<file path="src/rtl/rtcs_pkg.sv">
`timescale 1ns/1ps
// Shared constants of the seconds core: register offsets, control bit
// positions and the index of each register in the decode tables.
package rtcs_pkg;

    // Number of registers in the map.
    localparam int NREG = 5;

    // Table index of each register.
    localparam int IDX_CTRL = 0;
    localparam int IDX_SECS = 1;
    localparam int IDX_ALRM = 2;
    localparam int IDX_DIV  = 3;
    localparam int IDX_SCR  = 4;

    // Byte offsets, in table-index order.
    localparam logic [7:0] REG_OFS [NREG] = '{8'h00, 8'h04, 8'h08, 8'h0C, 8'h34};

    // Control register bit positions. Driver software depends on these.
    localparam int B_RUN    = 0;
    localparam int B_ALM_EN = 2;
    localparam int B_ALM_IE = 3;
    localparam int B_ALM_F  = 4;
    localparam int B_TCK_IE = 5;
    localparam int B_TCK_F  = 6;
    localparam int B_WRDY   = 7;

endpackage

</file>
<file path="src/rtl/rtcs_prescaler.sv">
`timescale 1ns/1ps
// Reference-clock divider. It makes a one-cycle tick every (limit+1) cycles
// in which run is high.
// Assumes: restart has priority and suppresses the tick in its cycle. A limit
// lowered below the current phase gives a tick on the next run cycle.
module rtcs_prescaler #(
    parameter int DIV_W = 32
) (
    input  logic             clk,
    input  logic             rst_n,
    input  logic             run,
    input  logic             restart,
    input  logic [DIV_W-1:0] limit,
    output logic             tick
);

    logic [DIV_W-1:0] phase_q;

    // The tick fires when the phase has reached the programmed limit.
    assign tick = run && !restart && (phase_q >= limit);

    // Phase register: cleared on restart or tick, held while stopped.
    always_ff @(posedge clk) begin
        if (!rst_n) begin
            phase_q <= '0;
        end else if (restart || tick) begin
            phase_q <= '0;
        end else if (run) begin
            phase_q <= phase_q + 1'b1;
        end
    end

endmodule

</file>
<file path="src/rtl/rtcs_counter.sv">
`timescale 1ns/1ps
// Seconds counter. It loads from the register port and otherwise steps by
// one on each tick, wrapping at its width.
// Assumes: load and tick never need to combine; load wins.
module rtcs_counter #(
    parameter int CNT_W = 32
) (
    input  logic             clk,
    input  logic             rst_n,
    input  logic             tick,
    input  logic             load,
    input  logic [CNT_W-1:0] load_val,
    output logic [CNT_W-1:0] count
);

    logic [CNT_W-1:0] count_q;

    assign count = count_q;

    // Count register: software load first, then tick increment.
    always_ff @(posedge clk) begin
        if (!rst_n) begin
            count_q <= '0;
        end else if (load) begin
            count_q <= load_val;
        end else if (tick) begin
            count_q <= count_q + 1'b1;
        end
    end

endmodule

</file>
<file path="src/rtl/rtcs_events.sv">
`timescale 1ns/1ps
// Event flags. The tick flag is set by each tick. The alarm flag is set on
// the first cycle in which the enabled compare matches. A control write
// clears a flag when its keep bit is 0.
// Assumes: alm_eq is a plain equality from the same clock domain. In the
// same cycle, a set always wins over a clear.
module rtcs_events (
    input  logic clk,
    input  logic rst_n,
    input  logic tick,
    input  logic alm_en,
    input  logic alm_eq,
    input  logic ctl_wr,
    input  logic keep_tck,
    input  logic keep_alm,
    output logic tck_flag,
    output logic alm_flag
);

    logic match_q;
    logic alm_set;

    // The alarm event is the rising edge of the enabled compare.
    assign alm_set = alm_en && alm_eq && !match_q;

    // Remembers last cycle's enabled compare, for edge detection.
    always_ff @(posedge clk) begin
        if (!rst_n) begin
            match_q <= 1'b0;
        end else begin
            match_q <= alm_en && alm_eq;
        end
    end

    // Tick flag: set by a tick, cleared by writing 0.
    always_ff @(posedge clk) begin
        if (!rst_n) begin
            tck_flag <= 1'b0;
        end else if (tick) begin
            tck_flag <= 1'b1;
        end else if (ctl_wr && !keep_tck) begin
            tck_flag <= 1'b0;
        end
    end

    // Alarm flag: set by a compare edge, cleared by writing 0.
    always_ff @(posedge clk) begin
        if (!rst_n) begin
            alm_flag <= 1'b0;
        end else if (alm_set) begin
            alm_flag <= 1'b1;
        end else if (ctl_wr && !keep_alm) begin
            alm_flag <= 1'b0;
        end
    end

endmodule

</file>
<file path="src/rtl/rtcs_top.sv">
`timescale 1ns/1ps
// Seconds core top. It holds the register file and decodes the register
// port, and it wires together the divider, the counter and the event flags.
// Assumes: single-cycle writes qualified by reg_sel and reg_wr; reads are a
// combinational function of reg_addr; REG_W is at least 8 and ADDR_W at
// least 6.
module rtcs_top
    import rtcs_pkg::*;
#(
    parameter int          REG_W     = 32,
    parameter int          DIV_W     = 32,
    parameter int          ADDR_W    = 8,
    parameter int unsigned DIV_RESET = 32767
) (
    input  logic              clk,
    input  logic              rst_n,
    input  logic              reg_sel,
    input  logic              reg_wr,
    input  logic [ADDR_W-1:0] reg_addr,
    input  logic [REG_W-1:0]  reg_wdata,
    output logic [REG_W-1:0]  reg_rdata,
    output logic              irq
);

    localparam logic [DIV_W-1:0] DIV_INIT = DIV_W'(DIV_RESET);

    // Decode vectors: address hit, and write strobe for each register.
    logic [NREG-1:0] hit;
    logic [NREG-1:0] wsel;

    // Control-register state.
    logic run_q;
    logic alm_en_q;
    logic alm_ie_q;
    logic tck_ie_q;

    // Plain storage registers.
    logic [REG_W-1:0] alarm_q;
    logic [REG_W-1:0] scratch_q;
    logic [DIV_W-1:0] div_q;

    // Signals between the sub-blocks.
    logic             tick;
    logic             secs_wr;
    logic             div_wr;
    logic             ctl_wr;
    logic             restart;
    logic [REG_W-1:0] secs_q;
    logic             tck_flag;
    logic             alm_flag;
    logic [REG_W-1:0] ctrl_rd;
    logic [REG_W-1:0] reg_val [NREG];

    // Address decode, one comparator per register.
    for (genvar g = 0; g < NREG; g++) begin : g_dec
        assign hit[g]  = (reg_addr == ADDR_W'(REG_OFS[g]));
        assign wsel[g] = reg_sel && reg_wr && hit[g];
    end

    assign ctl_wr  = wsel[IDX_CTRL];
    assign secs_wr = wsel[IDX_SECS];
    assign div_wr  = wsel[IDX_DIV];
    // Loading the time or changing the rate starts a fresh second.
    assign restart = secs_wr || div_wr;

    // Control enables: written directly from the data bus.
    always_ff @(posedge clk) begin
        if (!rst_n) begin
            run_q    <= 1'b0;
            alm_en_q <= 1'b0;
            alm_ie_q <= 1'b0;
            tck_ie_q <= 1'b0;
        end else if (ctl_wr) begin
            run_q    <= reg_wdata[B_RUN];
            alm_en_q <= reg_wdata[B_ALM_EN];
            alm_ie_q <= reg_wdata[B_ALM_IE];
            tck_ie_q <= reg_wdata[B_TCK_IE];
        end
    end

    // Alarm compare value.
    always_ff @(posedge clk) begin
        if (!rst_n) begin
            alarm_q <= '0;
        end else if (wsel[IDX_ALRM]) begin
            alarm_q <= reg_wdata;
        end
    end

    // Divider limit: reference cycles per second, minus one.
    always_ff @(posedge clk) begin
        if (!rst_n) begin
            div_q <= DIV_INIT;
        end else if (div_wr) begin
            div_q <= reg_wdata[DIV_W-1:0];
        end
    end

    // Scratch word, free for software.
    always_ff @(posedge clk) begin
        if (!rst_n) begin
            scratch_q <= '0;
        end else if (wsel[IDX_SCR]) begin
            scratch_q <= reg_wdata;
        end
    end

    rtcs_prescaler #(
        .DIV_W (DIV_W)
    ) i_div (
        .clk     (clk),
        .rst_n   (rst_n),
        .run     (run_q),
        .restart (restart),
        .limit   (div_q),
        .tick    (tick)
    );

    rtcs_counter #(
        .CNT_W (REG_W)
    ) i_cnt (
        .clk      (clk),
        .rst_n    (rst_n),
        .tick     (tick),
        .load     (secs_wr),
        .load_val (reg_wdata),
        .count    (secs_q)
    );

    rtcs_events i_evt (
        .clk      (clk),
        .rst_n    (rst_n),
        .tick     (tick),
        .alm_en   (alm_en_q),
        .alm_eq   (secs_q == alarm_q),
        .ctl_wr   (ctl_wr),
        .keep_tck (reg_wdata[B_TCK_F]),
        .keep_alm (reg_wdata[B_ALM_F]),
        .tck_flag (tck_flag),
        .alm_flag (alm_flag)
    );

    // Control read image: enables, flags and the constant ready bit.
    always_comb begin
        ctrl_rd           = '0;
        ctrl_rd[B_RUN]    = run_q;
        ctrl_rd[B_ALM_EN] = alm_en_q;
        ctrl_rd[B_ALM_IE] = alm_ie_q;
        ctrl_rd[B_ALM_F]  = alm_flag;
        ctrl_rd[B_TCK_IE] = tck_ie_q;
        ctrl_rd[B_TCK_F]  = tck_flag;
        ctrl_rd[B_WRDY]   = 1'b1;
    end

    // Read sources, in table-index order.
    always_comb begin
        reg_val[IDX_CTRL] = ctrl_rd;
        reg_val[IDX_SECS] = secs_q;
        reg_val[IDX_ALRM] = alarm_q;
        reg_val[IDX_DIV]  = REG_W'(div_q);
        reg_val[IDX_SCR]  = scratch_q;
    end

    // Read mux: OR of the selected sources; an unmapped offset gives zero.
    always_comb begin
        reg_rdata = '0;
        for (int i = 0; i < NREG; i++) begin
            if (hit[i]) begin
                reg_rdata = reg_rdata | reg_val[i];
            end
        end
    end

    // Interrupt: each flag gated by its own enable.
    assign irq = (tck_flag && tck_ie_q) || (alm_flag && alm_ie_q);

endmodule

</file>
<file path="config.mk">
export PLATFORM = sky130hd
export DESIGN_NAME = rtcs_top
export DESIGN_NICKNAME = d
export VERILOG_FILES = /design/src/rtl/rtcs_pkg.sv /design/src/rtl/rtcs_prescaler.sv /design/src/rtl/rtcs_counter.sv /design/src/rtl/rtcs_events.sv /design/src/rtl/rtcs_top.sv
export SDC_FILE = /design/constraint.sdc
export NUM_CORES = 1
export LEC_CHECK = 0
export BUFFER_PORTS_ARGS = -buffer_cell sky130_fd_sc_hd__buf_4
export CAP_MARGIN = 30
export CORE_MARGIN = 5
export CORE_UTILIZATION = 50
export DETAILED_ROUTE_END_ITERATION = 12
export PLACE_DENSITY_LB_ADDON = 0.08
export SLEW_MARGIN = 0
export SYNTH_ARGS = -nofsm -noshare
export SYNTH_HDL_FRONTEND = slang
export SYNTH_HIERARCHICAL = 1
export SYNTH_SLANG_ARGS = --single-unit
</file>
<file path="constraint.sdc">
create_clock -name clk -period 8.05 [get_ports clk]
set_input_delay 1.2075 -clock clk [delete_from_list [all_inputs] [get_ports clk]]
set_output_delay 1.2075 -clock clk [all_outputs]
set_load 0.01 [all_outputs]
</file>
==> parameters.txt, run 1 <==
Parameter                              Value

Global routing
  Total gr overflow    0
  Met3 track demand over resource    0.0407
  Largest net degree at the start of global routing    ~110
  GR Util met1    0.371
  GRT busiest layer    met2
  Tot GR Track Use    0.257
  Number of global-route vias before repair    slightly below 8k
  Initial antenna violation count    0
  First-pass GRT wire length    between 40,000 and 50,000 um
  Grt met2 use    0.401

Setup path
  Worst EP arrival    4.90 ns
  Maximum fanout along the worst path    33
  Critical path type    primary input to flip-flop
  Critical path startpoint category    primary input
  Required time of the worst setup path    about 8.4 ns
  CP max-delay cell    or4_1
  Category of the worst setup path capture point    flip-flop
  Worst path cell trace    buf_4 > nor4bb_1 > nand3_1 > buf_4 > nand2b_1 > nand4b_1 > nor2_1 > o2111ai_1 > a31oi_4 > or2_1 > buf_4 > nand3_2 > or4_1 > or4_1 > a31oi_1
  Critical path's most frequent cell    buf_4
  CP delay by family, top    simple AND/OR/NAND/NOR gates
  Slowest Stage Delay on Critical Path    0.71 ns
  Crit path buffers/inverters    3

Floorplanning
  Number of top-level pins    slightly below 80
  Vertical die dimension    ~150 um
  Die Width    ~150 um
  Floorplan core area    18,600 um^2
  Effective utilization at floorplan    0.505
  Area of the die    around 22,000 um^2
  # rows    50

Logic synthesis
  Post-Synthesis Cells    approximately 1.1k
  Fraction of post-synthesis cell area in the top cell type by area    0.356
  Synthesized net count    between 1k and 1.5k
  Synth area leader    dfxtp_1
  Share of async-settable or async-resettable flops after synthesis    0
  Sequential share of the synthesized area    0.356
  Post-synthesis sequential element count    167
  Number of unique standard cell types used by synthesis    61
  Total of warnings raised by yosys    6
  Number of enable flip-flop cells after synthesis    0
  Top flip-flop cell by instance count after synthesis    dfxtp_1
  Post-synthesis cell area    9390 um^2
  Cell types with the largest area share after synthesis    dfxtp_1, nand2_1, nand3_1
  Mean area per synthesized cell    8.29 um^2

STA
  Max transition margin    0.310
  Final-report setup violation count    0
  Period minus WS final    approximately 4.5 ns
  Total Neg Setup Slack    0 ns
  Slack of the critical path    between 3 and 4 ns
  Worst Clk Skew    roughly 0.013 ns
  RSZ-0062 raised after global routing    false
  Number of max-slew violations in the final report    0
  Slew at the pin closest to its max-slew limit    between 1 and 1.5 ns
  Count of final hold-check violations    0
  Post-route clock period utilization    0.564
  Maximum clock rate    220 MHz

Finish
  Area delta synth->final    13.6%
  Nets    1,240
  Diodes inserted    0
  Share of cells above drive strength 1    0.142
  Non-filler instance count after layout    roughly 1.4k

Routing
  Drt wl/cell    slightly below 20 um
  Remaining antenna violation count after routing    0
  Number of optimization iterations in the first detailed-route pass    7
  Vias per inst    5.99
  Number of vias in the routed layout    roughly 8.4k
  Residual DRC count    0
  Detailed Route Iter0 Violations    about 800
  Final wirelength    28,000 um

Clocking
  Clock tree from TritonCTS    built
  CTS HTree Levels    4
  Hold buffers post-CTS    0
  Sinks on Clock Net    167
  Number of resized instances in the post-cts repair step    0
  Number of buffers inserted during clock tree synthesis    17
  Clk Tree Root Cell    clkbuf_16
  Clock-pin slew on the worst setup and hold paths    roughly 0.070 ns
  Max Buffers Root-to-Sink    2
  Clk_lat worst skew    roughly 0.44 ns
  Number of post-CTS setup repair buffers    0

Run
  Max-cap check violation count    0

Hold path
  Min-delay worst type    flip-flop to flip-flop

Placed design
  Input/output buffers    76
  Minimum setup slack after placement    3.18 ns
  HPWL Detailed    19,200 um
  Placer congestion estimate    roughly 0.9
  Total placed cells including tap cells    1,377

Pwr
  Power per unit of standard cell area    163 nW/um^2
  Leakage dissipation    around 0.0046 uW
  IR Drop Worst-Case VDD    0.138 mV

Run status
  Status    finished, final reports clean
==> cells by family (layout without fill, tap and decap cells) <==
family | count (synthesis) | in the layout | synth area share
DFF | 167 | 167 | 0.356
adders and majority gates | 34 | 34 | 0.0453
buffers and inverters | 127 | 170 | 0.0548
and+or+nand+nor | 519 | 519 | 0.309
xor gates and xnor gates | 73 | 73 | 0.0681
muxes | 45 | 45 | 0.0480
AOI/OAI and AO/OA | 167 | 167 | 0.119
==> final timing paths <==
kind | end | slack, ns | from | cells past startpoint
min | div_q[30]$_SDFFE_PN0P_ | 0.47 | div_q[30]$_SDFFE_PN0P_ | 2
max reg2reg | i_cnt/count[19]$_SDFFE_PN0P_ | 4.19 | div_q[9]$_SDFFE_PN1P_ | 12
max | i_cnt/count[19]$_SDFFE_PN0P_ | 3.51 | reg_addr[3] | 15
min reg2reg | div_q[30]$_SDFFE_PN0P_ | 0.47 | div_q[30]$_SDFFE_PN0P_ | 2
==> power breakdown <==
group	leakage, uW	internal [uW]	switching (uW)	total (uW)
registers	0.00135	826	1.03	827
clock network	0.000298	448	398	845
logic	0.00295	25.5	39.7	65.2
total	0.00460	1300	438	1740
==> per-stage QoR <==
stage                     power (uW)  hold WS [ns]   util  instance area (um^2)
final                           1740         0.471  0.574                 10700
after detailed placement         911         0.460  0.542                 10100
after floorplan                  874         0.442      -                  9390
after CTS                       1750         0.469  0.574                 10700
after global routing            1790         0.489  0.574                 10700
after global placement           911         0.453  0.542                 10100
==> sequential cells by signal, indices dropped and copies added, names as in the netlist <==
signal	count
alarm_q	32
div_q	32
i_cnt/count	32
i_div/phase_q	32
scratch_q	32
alm_en_q	1
alm_ie_q	1
i_evt/alm_flag	1
i_evt/match_q	1
i_evt/tck_flag	1
run_q	1
tck_ie_q	1
==> layer usage <==
| metal | part of all wire | vias to the layer above |
|---|---|---|
| met5 | 0 | - |
| met4 | 0.013 | 0 |
| met3 | 0.054 | 31 |
| met2 | 0.46 | 224 |
| met1 | 0.47 | 4069 |
| li1 | - | 4120 |
==> synthesized netlist by cell type (10+ instances only) <==
cell type	count
a21oi_1	24
mux2i_1	45
a222oi_1	30
ha_1	34
dfxtp_1	167
nor3_1	26
nor2b_1	34
xnor2_1	34
xor2_1	39
o21ai_0	68
nor4_1	16
or4_1	13
nor4b_1	10
nand4_1	21
nor3_2	11
nor2_1	32
nand2_1	181
clkbuf_1	62
nor4b_2	16
inv_1	48
nand3_1	104
==> cell type report <==
cell class	count	area, um^2
clock buffers	17	425
repair buffers	90	676
fillers	1736	7920
flip-flops and latches	167	3340
clock inverters	15	175
multi-input cells	838	5570
well taps	234	293
inverters	48	180
==> layout by cell type (no fill, tap or decap), drive strengths merged, types with 7 or more instances in the layout <==
cell    count
a31oi       9
inv        59
a211oi      7
o21ai      68
nor4b      26
buf        90
or4        15
nand4      23
mux2i      45
a222oi     30
xor2       39
nand3     105
and4        8
nor2       33
and3       10
dfxtp     167
nor2b      34
ha         34
nor4       19
nand2     181
a21oi      24
clkbuf     17
or3         7
nor3       37
xnor2      34
==> worst reg2reg max path: cells and delay by family, from the launching register on <==
family | cells | cell delay, ns
AND/OR/NAND/NOR | 6 | 2.22
AO/OA/AOI/OAI | 3 | 0.49
flip-flops | 1 | 0.48
buffers and inverters | 2 | 0.31
adder cells (fa/ha/maj) | 1 | 0.30
Note: power is estimated with default switching activity, not from simulation.
==> run 2, diff against run 1 <==
==> constraint.sdc (replaced) <==
create_clock -name clk -period 4.23 [get_ports clk]
set_input_delay 0.6345 -clock clk [delete_from_list [all_inputs] [get_ports clk]]
set_output_delay 0.6345 -clock clk [all_outputs]
set_load 0.01 [all_outputs]
==> run 2 against run 1 <==
Effect of this change: via count shrank 0.33%; clock power grew 88%; final cell count grew 0.35%; total power grew 89%; sequential cell count is the same; critical endpoint unchanged; worst hold slack lost 0.027 ns; setup slack lost 2.9 ns.
==> parameters.txt, run 2 (same netlist as run 1, synthesis figures left out) <==
Parameter                              Value

Setup path
  Category of the worst setup path capture point    flip-flop (unchanged)
  Critical path startpoint category    flip-flop (was primary input)
  Maximum fanout along the worst path    9 (was 33)
  Critical path's most frequent cell    or4_1 (was buf_4)
  Required time of the worst setup path    4.59 ns (was 8.41 ns)
  CP max-delay cell    or4_1 (unchanged)
  Slowest Stage Delay on Critical Path    0.72 ns (was 0.71 ns)
  Critical path type    flip-flop to flip-flop (was primary input to flip-flop)
  Worst EP arrival    3.97 ns (was 4.90 ns)
  Worst path cell trace    inv_1 > ha_1 > and4_1 > o211ai_1 > or4_1 > a31oi_4 > or2_1 > nand3_2 > or4_1 > or4_1 > a31oi_1 (was buf_4 > nor4bb_1 > nand3_1 > buf_4 > nand2b_1 > nand4b_1 > nor2_1 > o2111ai_1 > a31oi_4 > or2_1 > buf_4 > nand3_2 > or4_1 > or4_1 > a31oi_1)

Routing
  Number of vias in the routed layout    8,416 (was 8,444)
  Detailed Route Iter0 Violations    796 (was 783)
  Drt wl/cell    20.0 um (was 19.9 um)
  Final wirelength    28,300 um (was 28,000 um)
  Remaining antenna violation count after routing    0 (unchanged)
  Residual DRC count    0 (unchanged)
  Number of optimization iterations in the first detailed-route pass    7 (unchanged)
  Vias per inst    5.95 (was 5.99)

Floorplanning
  Area of the die    21,600 um^2 (unchanged)
  Die Width    147 um (unchanged)
  Effective utilization at floorplan    0.505 (unchanged)
  # rows    50 (unchanged)
  Vertical die dimension    147 um (unchanged)
  Floorplan core area    18,600 um^2 (unchanged)
  Number of top-level pins    77 (unchanged)

Clocking
  Max Buffers Root-to-Sink    2 (unchanged)
  Clk Tree Root Cell    clkbuf_16 (unchanged)
  Clock-pin slew on the worst setup and hold paths    0.07 ns (about the same)
  Sinks on Clock Net    167 (unchanged)
  Number of resized instances in the post-cts repair step    0 (unchanged)
  Clk_lat worst skew    0.44 ns (about the same)
  Number of post-CTS setup repair buffers    0 (unchanged)
  CTS HTree Levels    4 (unchanged)
  Number of buffers inserted during clock tree synthesis    17 (unchanged)
  Clock tree from TritonCTS    built (unchanged)
  Hold buffers post-CTS    0 (unchanged)

Finish
  Final core area utilization    0.575 (was 0.574)
  Diodes inserted    0 (unchanged)
  Share of cells above drive strength 1    0.144 (was 0.142)
  Nets    1,245 (was 1,240)
  Most common cell after layout, fill and taps aside    nand2_1 (unchanged)
  Area delta synth->final    13.8% (was 13.6%)
  Most frequent cells in the layout    nand2_1, dfxtp_1, nand3_1 (unchanged)

Run
  Max-cap check violation count    0 (unchanged)

STA
  Number of max-slew violations in the final report    0 (unchanged)
  Max transition margin    0.396 (was 0.310)
  Total Neg Setup Slack    0 ns (unchanged)
  RSZ-0062 raised after global routing    false (unchanged)
  Count of final hold-check violations    0 (unchanged)
  Worst Clk Skew    0.0167 ns (was 0.0131 ns)
  Slew at the pin closest to its max-slew limit    0.907 ns (was 1.04 ns)
  Maximum clock rate    around 280 MHz
  Post-route clock period utilization    0.853
  Period minus WS final    ~3.6 ns
  Final-report setup violation count    0 (unchanged)

Placed design
  Input/output buffers    76 (unchanged)
  Placer congestion estimate    0.887 (was 0.902)
  HPWL Detailed    19,400 um (was 19,200 um)

Global routing
  First-pass GRT wire length    44,500 um (was 44,800 um)
  Total gr overflow    0 (unchanged)
  Number of global-route vias before repair    7,786 (was 7,825)
  Largest net degree at the start of global routing    91 (was 111)
  Initial antenna violation count    0 (unchanged)
  Tot GR Track Use    0.258 (was 0.257)

Pwr
  IR Drop Worst-Case VDD    0.299 mV (was 0.138 mV)
  Sequential share of power    0.479 (was 0.476)
  Clock network power share    0.483 (was 0.486)
  Internal portion of total power    2500 uW (was 1300 uW)
  Switching part of the total    0.239 (was 0.252)
  Leakage dissipation    0.00461 uW (was 0.00460 uW)
  Net switching power    785 uW (was 438 uW)
  Combinational Power Share    0.038 (about the same)
  Power per unit of standard cell area    308 nW/um^2 (was 163 nW/um^2)
  Total power of the final layout    3290 uW (was 1740 uW)

Hold path
  Min-delay worst type    primary input to flip-flop (was flip-flop to flip-flop)

Run status
  Status    finished, final reports clean (unchanged)
run 2: routing by layer:
metal	vias up	GRT usage	part of all wire
met3	31	0.0506	0.055
met1	4033	0.369	0.47
met4	0	0.0676	0.018
met2	216	0.401	0.45
met5	-	0	0
li1	4136	-	-
run 2: path summary, 6_finish.rpt:
check,endpoint,depth (start not counted),start,slack (ns)
min,div_q[3]$_SDFFE_PN1P_,3,reg_wdata[3],0.44
min reg2reg,div_q[30]$_SDFFE_PN0P_,2,div_q[30]$_SDFFE_PN0P_,0.47
max,i_cnt/count[19]$_SDFFE_PN0P_,11,div_q[15]$_SDFFE_PN0P_,0.62
max reg2reg,i_cnt/count[19]$_SDFFE_PN0P_,11,div_q[15]$_SDFFE_PN0P_,0.62
run 2: area by class of cell:
cell class / count / area [um^2]
repair buffers: 95 / 713
well taps: 234 / 293
clock inverters: 15 / 164
inverters: 48 / 180
clock buffers: 17 / 425
multi-input cells: 838 / 5570
fillers: 1750 / 7890
flip-flops and latches: 167 / 3340
run 2: stage by stage:
step	setup WS [ns]	cells	hold slack, ns	instance area (um^2)
6_report	0.622	1414	0.444	10700
5_1_grt	0.405	1414	0.441	10700
4_1_cts	0.644	1414	0.429	10700
3_5_place_dp	0.326	1382	0.458	10100
3_3_place_gp	0.406	1382	0.450	10100
2_1_floorplan	0.213	1132	0.442	9390
run 2: power groups by stage:
stage | clock network (uW) | logic [uW] | registers, uW
2_1_floorplan | 0 | 53.6 | 1610
5_1_grt | 1680 | 134 | 1570
3_3_place_gp | 0 | 123 | 1610
4_1_cts | 1610 | 123 | 1570
6_report | 1590 | 124 | 1570
3_5_place_dp | 0 | 123 | 1610
run 2: critical path: cells and delay by family (launching register included):
family	cells	cell delay [ns]
AOI/OAI and AO/OA	3	0.45
adders and majority gates	1	0.32
and+or+nand+nor	6	2.32
DFF	1	0.37
buffers and inverters	1	0.07
==> run 3, diff against run 2 <==
--- a/config.mk
+++ b/config.mk
@@ -5,7 +5,7 @@
 export SDC_FILE = /design/constraint.sdc
 export NUM_CORES = 1
 export LEC_CHECK = 0
-export BUFFER_PORTS_ARGS = -buffer_cell sky130_fd_sc_hd__buf_4
+export BUFFER_PORTS_ARGS = -buffer_cell sky130_fd_sc_hd__buf_2
 export CAP_MARGIN = 30
 export CORE_MARGIN = 5
 export CORE_UTILIZATION = 50
==> run 3 against run 2 <==
Effect of this change: clock skew fell by 0.0058 ns; final cell count did not move; clock-buffer cell count did not move; register-to-register slack improved by 0.05 ns; critical endpoint unchanged; final area fell by 1.4%.
==> parameters.txt, run 3 (same netlist as run 1, synthesis figures left out) <==
Parameter                              Value

Clocking
  Number of buffers inserted during clock tree synthesis    17 (unchanged)
  Hold buffers post-CTS    0 (unchanged)
  Number of post-CTS setup repair buffers    0 (unchanged)
  Clk Tree Root Cell    clkbuf_16 (unchanged)
  Number of resized instances in the post-cts repair step    0 (unchanged)
  Sinks on Clock Net    167 (unchanged)
  Clock tree from TritonCTS    built (unchanged)
  Clk_lat worst skew    0.43 ns (was 0.44 ns)
  Clock-pin slew on the worst setup and hold paths    0.07 ns (about the same)
  Max Buffers Root-to-Sink    2 (unchanged)
  CTS HTree Levels    4 (unchanged)

Setup path
  Critical path startpoint category    primary input (was flip-flop)
  Reg2Reg Capture Point    i_cnt/count[19]$_SDFFE_PN0P_ (unchanged)
  Slowest Stage Delay on Critical Path    0.71 ns (was 0.72 ns)
  Critical path type    primary input to flip-flop (was flip-flop to flip-flop)
  Path depth of the worst reg2reg path    11 (unchanged)
  Setup slack of the worst register-to-register path    0.67 ns (was 0.62 ns)
  Critical R2R Launch    div_q[15]$_SDFFE_PN0P_ (unchanged)
  Worst path cell trace    buf_2 > nor4b_1 > and3_1 > nand2b_1 > nand4b_1 > nor2_1 > o2111ai_1 > a31oi_4 > or2_1 > nand3_2 > or4_1 > or4_1 > a31oi_1 (was inv_1 > ha_1 > and4_1 > o211ai_1 > or4_1 > a31oi_4 > or2_1 > nand3_2 > or4_1 > or4_1 > a31oi_1)
  Worst EP arrival    3.94 ns (was 3.97 ns)
  CP max-delay cell    or4_1 (unchanged)
  Category of the worst setup path capture point    flip-flop (unchanged)
  Required time of the worst setup path    4.59 ns (about the same)
  Critical path's most frequent cell    or4_1 (unchanged)
  Maximum fanout along the worst path    13 (was 9)

Pwr
  Combinational Power Share    0.034 (was 0.038)
  Leakage dissipation    0.00459 uW (was 0.00461 uW)
  Net switching power    793 uW (was 785 uW)
  Total power of the final layout    3350 uW (was 3290 uW)
  Switching part of the total    0.237 (was 0.239)
  IR Drop Worst-Case VDD    0.349 mV (was 0.299 mV)
  Power per unit of standard cell area    318 nW/um^2 (was 308 nW/um^2)
  Clock network power share    0.496 (was 0.483)
  Sequential share of power    0.471 (was 0.479)
  Internal portion of total power    2550 uW (was 2500 uW)

STA
  RSZ-0062 raised after global routing    false (unchanged)
  Total Neg Setup Slack    0 ns (unchanged)
  Hold Worst Slack    0.467 ns (was 0.444 ns)
  Maximum clock rate    280 MHz (was 277 MHz)
  Period minus WS final    3.58 ns (was 3.61 ns)
  Max transition margin    0.415 (was 0.396)
  Slew at the pin closest to its max-slew limit    0.877 ns (was 0.907 ns)
  Final-report setup violation count    0 (unchanged)
  Post-route clock period utilization    0.845 (was 0.853)
  Slack of the critical path    0.654 ns (was 0.622 ns)
  Worst Clk Skew    0.0109 ns (was 0.0167 ns)
  Count of final hold-check violations    0 (unchanged)
  Number of max-slew violations in the final report    0 (unchanged)

Floorplanning
  Effective utilization at floorplan    0.505 (unchanged)
  Number of top-level pins    77 (unchanged)
  # rows    50 (unchanged)
  Die Width    147 um (unchanged)
  Floorplan core area    18,600 um^2 (unchanged)
  Area of the die    21,600 um^2 (unchanged)
  Vertical die dimension    147 um (unchanged)

Run status
  Status    finished, final reports clean (unchanged)

Global routing
  First-pass GRT wire length    45,600 um (was 44,500 um)
  Initial antenna violation count    0 (unchanged)
  Tot GR Track Use    0.263 (was 0.258)
  Total gr overflow    0 (unchanged)
  Number of global-route vias before repair    8,180 (was 7,786)
  Largest net degree at the start of global routing    74 (was 91)

Routing
  Routed met1 length    12,600 um (was 13,400 um)
  Final wirelength    28,600 um (was 28,300 um)
  Met2 wire len    13,100 um (was 12,800 um)
  Vias per inst    6.00 (was 5.95)
  Residual DRC count    0 (unchanged)
  Drt wl/cell    20.2 um (was 20.0 um)
  Detailed Route Iter0 Violations    879 (was 796)
  Remaining antenna violation count after routing    0 (unchanged)
  Top layer reached by signal wires    met4 (unchanged)
  Routed length on met3    2110 um (was 1550 um)
  Number of vias in the routed layout    8,485 (was 8,416)
  Number of optimization iterations in the first detailed-route pass    8 (was 7)

Finish
  Non-filler instance count after layout    1,414 (unchanged)
  Most common cell after layout, fill and taps aside    nand2_1 (unchanged)
  Diodes inserted    0 (unchanged)
  Total area of multi-input combinational cells    5570 um^2 (unchanged)
  Share of cells above drive strength 1    0.144 (unchanged)
  Area delta synth->final    12.2% (was 13.8%)
  Nets    1,245 (unchanged)
  Most frequent cells in the layout    nand2_1, dfxtp_1, nand3_1 (unchanged)
  FF/Latch Area    3340 um^2 (unchanged)
  FILL cells    1,706 (was 1,750)

Placed design
  Total placed cells including tap cells    1,382 (unchanged)
  Input/output buffers    76 (unchanged)
  Placer congestion estimate    0.892 (was 0.887)
  Minimum setup slack after placement    0.280 ns (was 0.326 ns)
  HPWL Detailed    19,600 um (was 19,400 um)

Run
  Max-cap check violation count    0 (unchanged)

Hold path
  Number of cells on the worst hold path    3 (unchanged)
  Worst min-delay path endpoint    div_q[9]$_SDFFE_PN1P_ (was div_q[3]$_SDFFE_PN1P_)
  Min-delay worst type    primary input to flip-flop (unchanged)
  Hold_sp    reg_wdata[9] (was reg_wdata[3])
run 3: cell types whose count changed in the layout (fill, tap and decap cells not counted), sizes merged:
cell	before	now
clkinvlp	2	1
bufinv	2	3
inv	55	53
clkinv	4	6
run 3: metal layers:
layer  global-route usage  vias up
met5                    0        -
met4               0.0890        0
met3               0.0676       46
met2                0.410      278
met1                0.356     4019
li1                     -     4142
run 3: power groups by stage:
stage	logic [uW]	registers, uW	clock network, uW
finish	113	1570	1660
global route	122	1570	1760
CTS	112	1570	1680
detailed placement	111	1610	0
global placement	111	1610	0
floorplan	53.6	1610	0
run 3: cell type report:
class / instances / share of cell area
flip-flops and latches: 167 / 0.317
well taps: 234 / 0.0278
clock inverters: 15 / 0.0180
multi-input cells: 838 / 0.528
clock buffers: 17 / 0.0404
inverters: 48 / 0.0171
repair buffers: 95 / 0.0511
run 3: critical path, delay by kind of cell:
family	cells	cell delay, ns
and+or+nand+nor	9	2.53
AOI/OAI and AO/OA	3	0.55
buffers and inverters	1	0.24
run 3: worst max path at each step:
| stage | start | to |
|---|---|---|
| 2_1_floorplan | reg_sel | i_cnt/count[17]$_SDFFE_PN0P_ |
| 3_3_place_gp | reg_addr[3] | i_cnt/count[19]$_SDFFE_PN0P_ |
| 3_5_place_dp | reg_addr[3] | i_cnt/count[19]$_SDFFE_PN0P_ |
| 4_1_cts | div_q[15]$_SDFFE_PN0P_ | i_cnt/count[19]$_SDFFE_PN0P_ |
| 5_1_grt | div_q[15]$_SDFFE_PN0P_ | i_cnt/count[17]$_SDFFE_PN0P_ |
| 6_report | reg_addr[3] | i_cnt/count[19]$_SDFFE_PN0P_ |
run 3: per-stage QoR:
stage / utilization / area, um^2
after floorplan: - / 9390
after global placement: 0.534 / 9920
after detailed placement: 0.534 / 9920
after CTS: 0.567 / 10500
after global routing: 0.567 / 10500
final: 0.567 / 10500
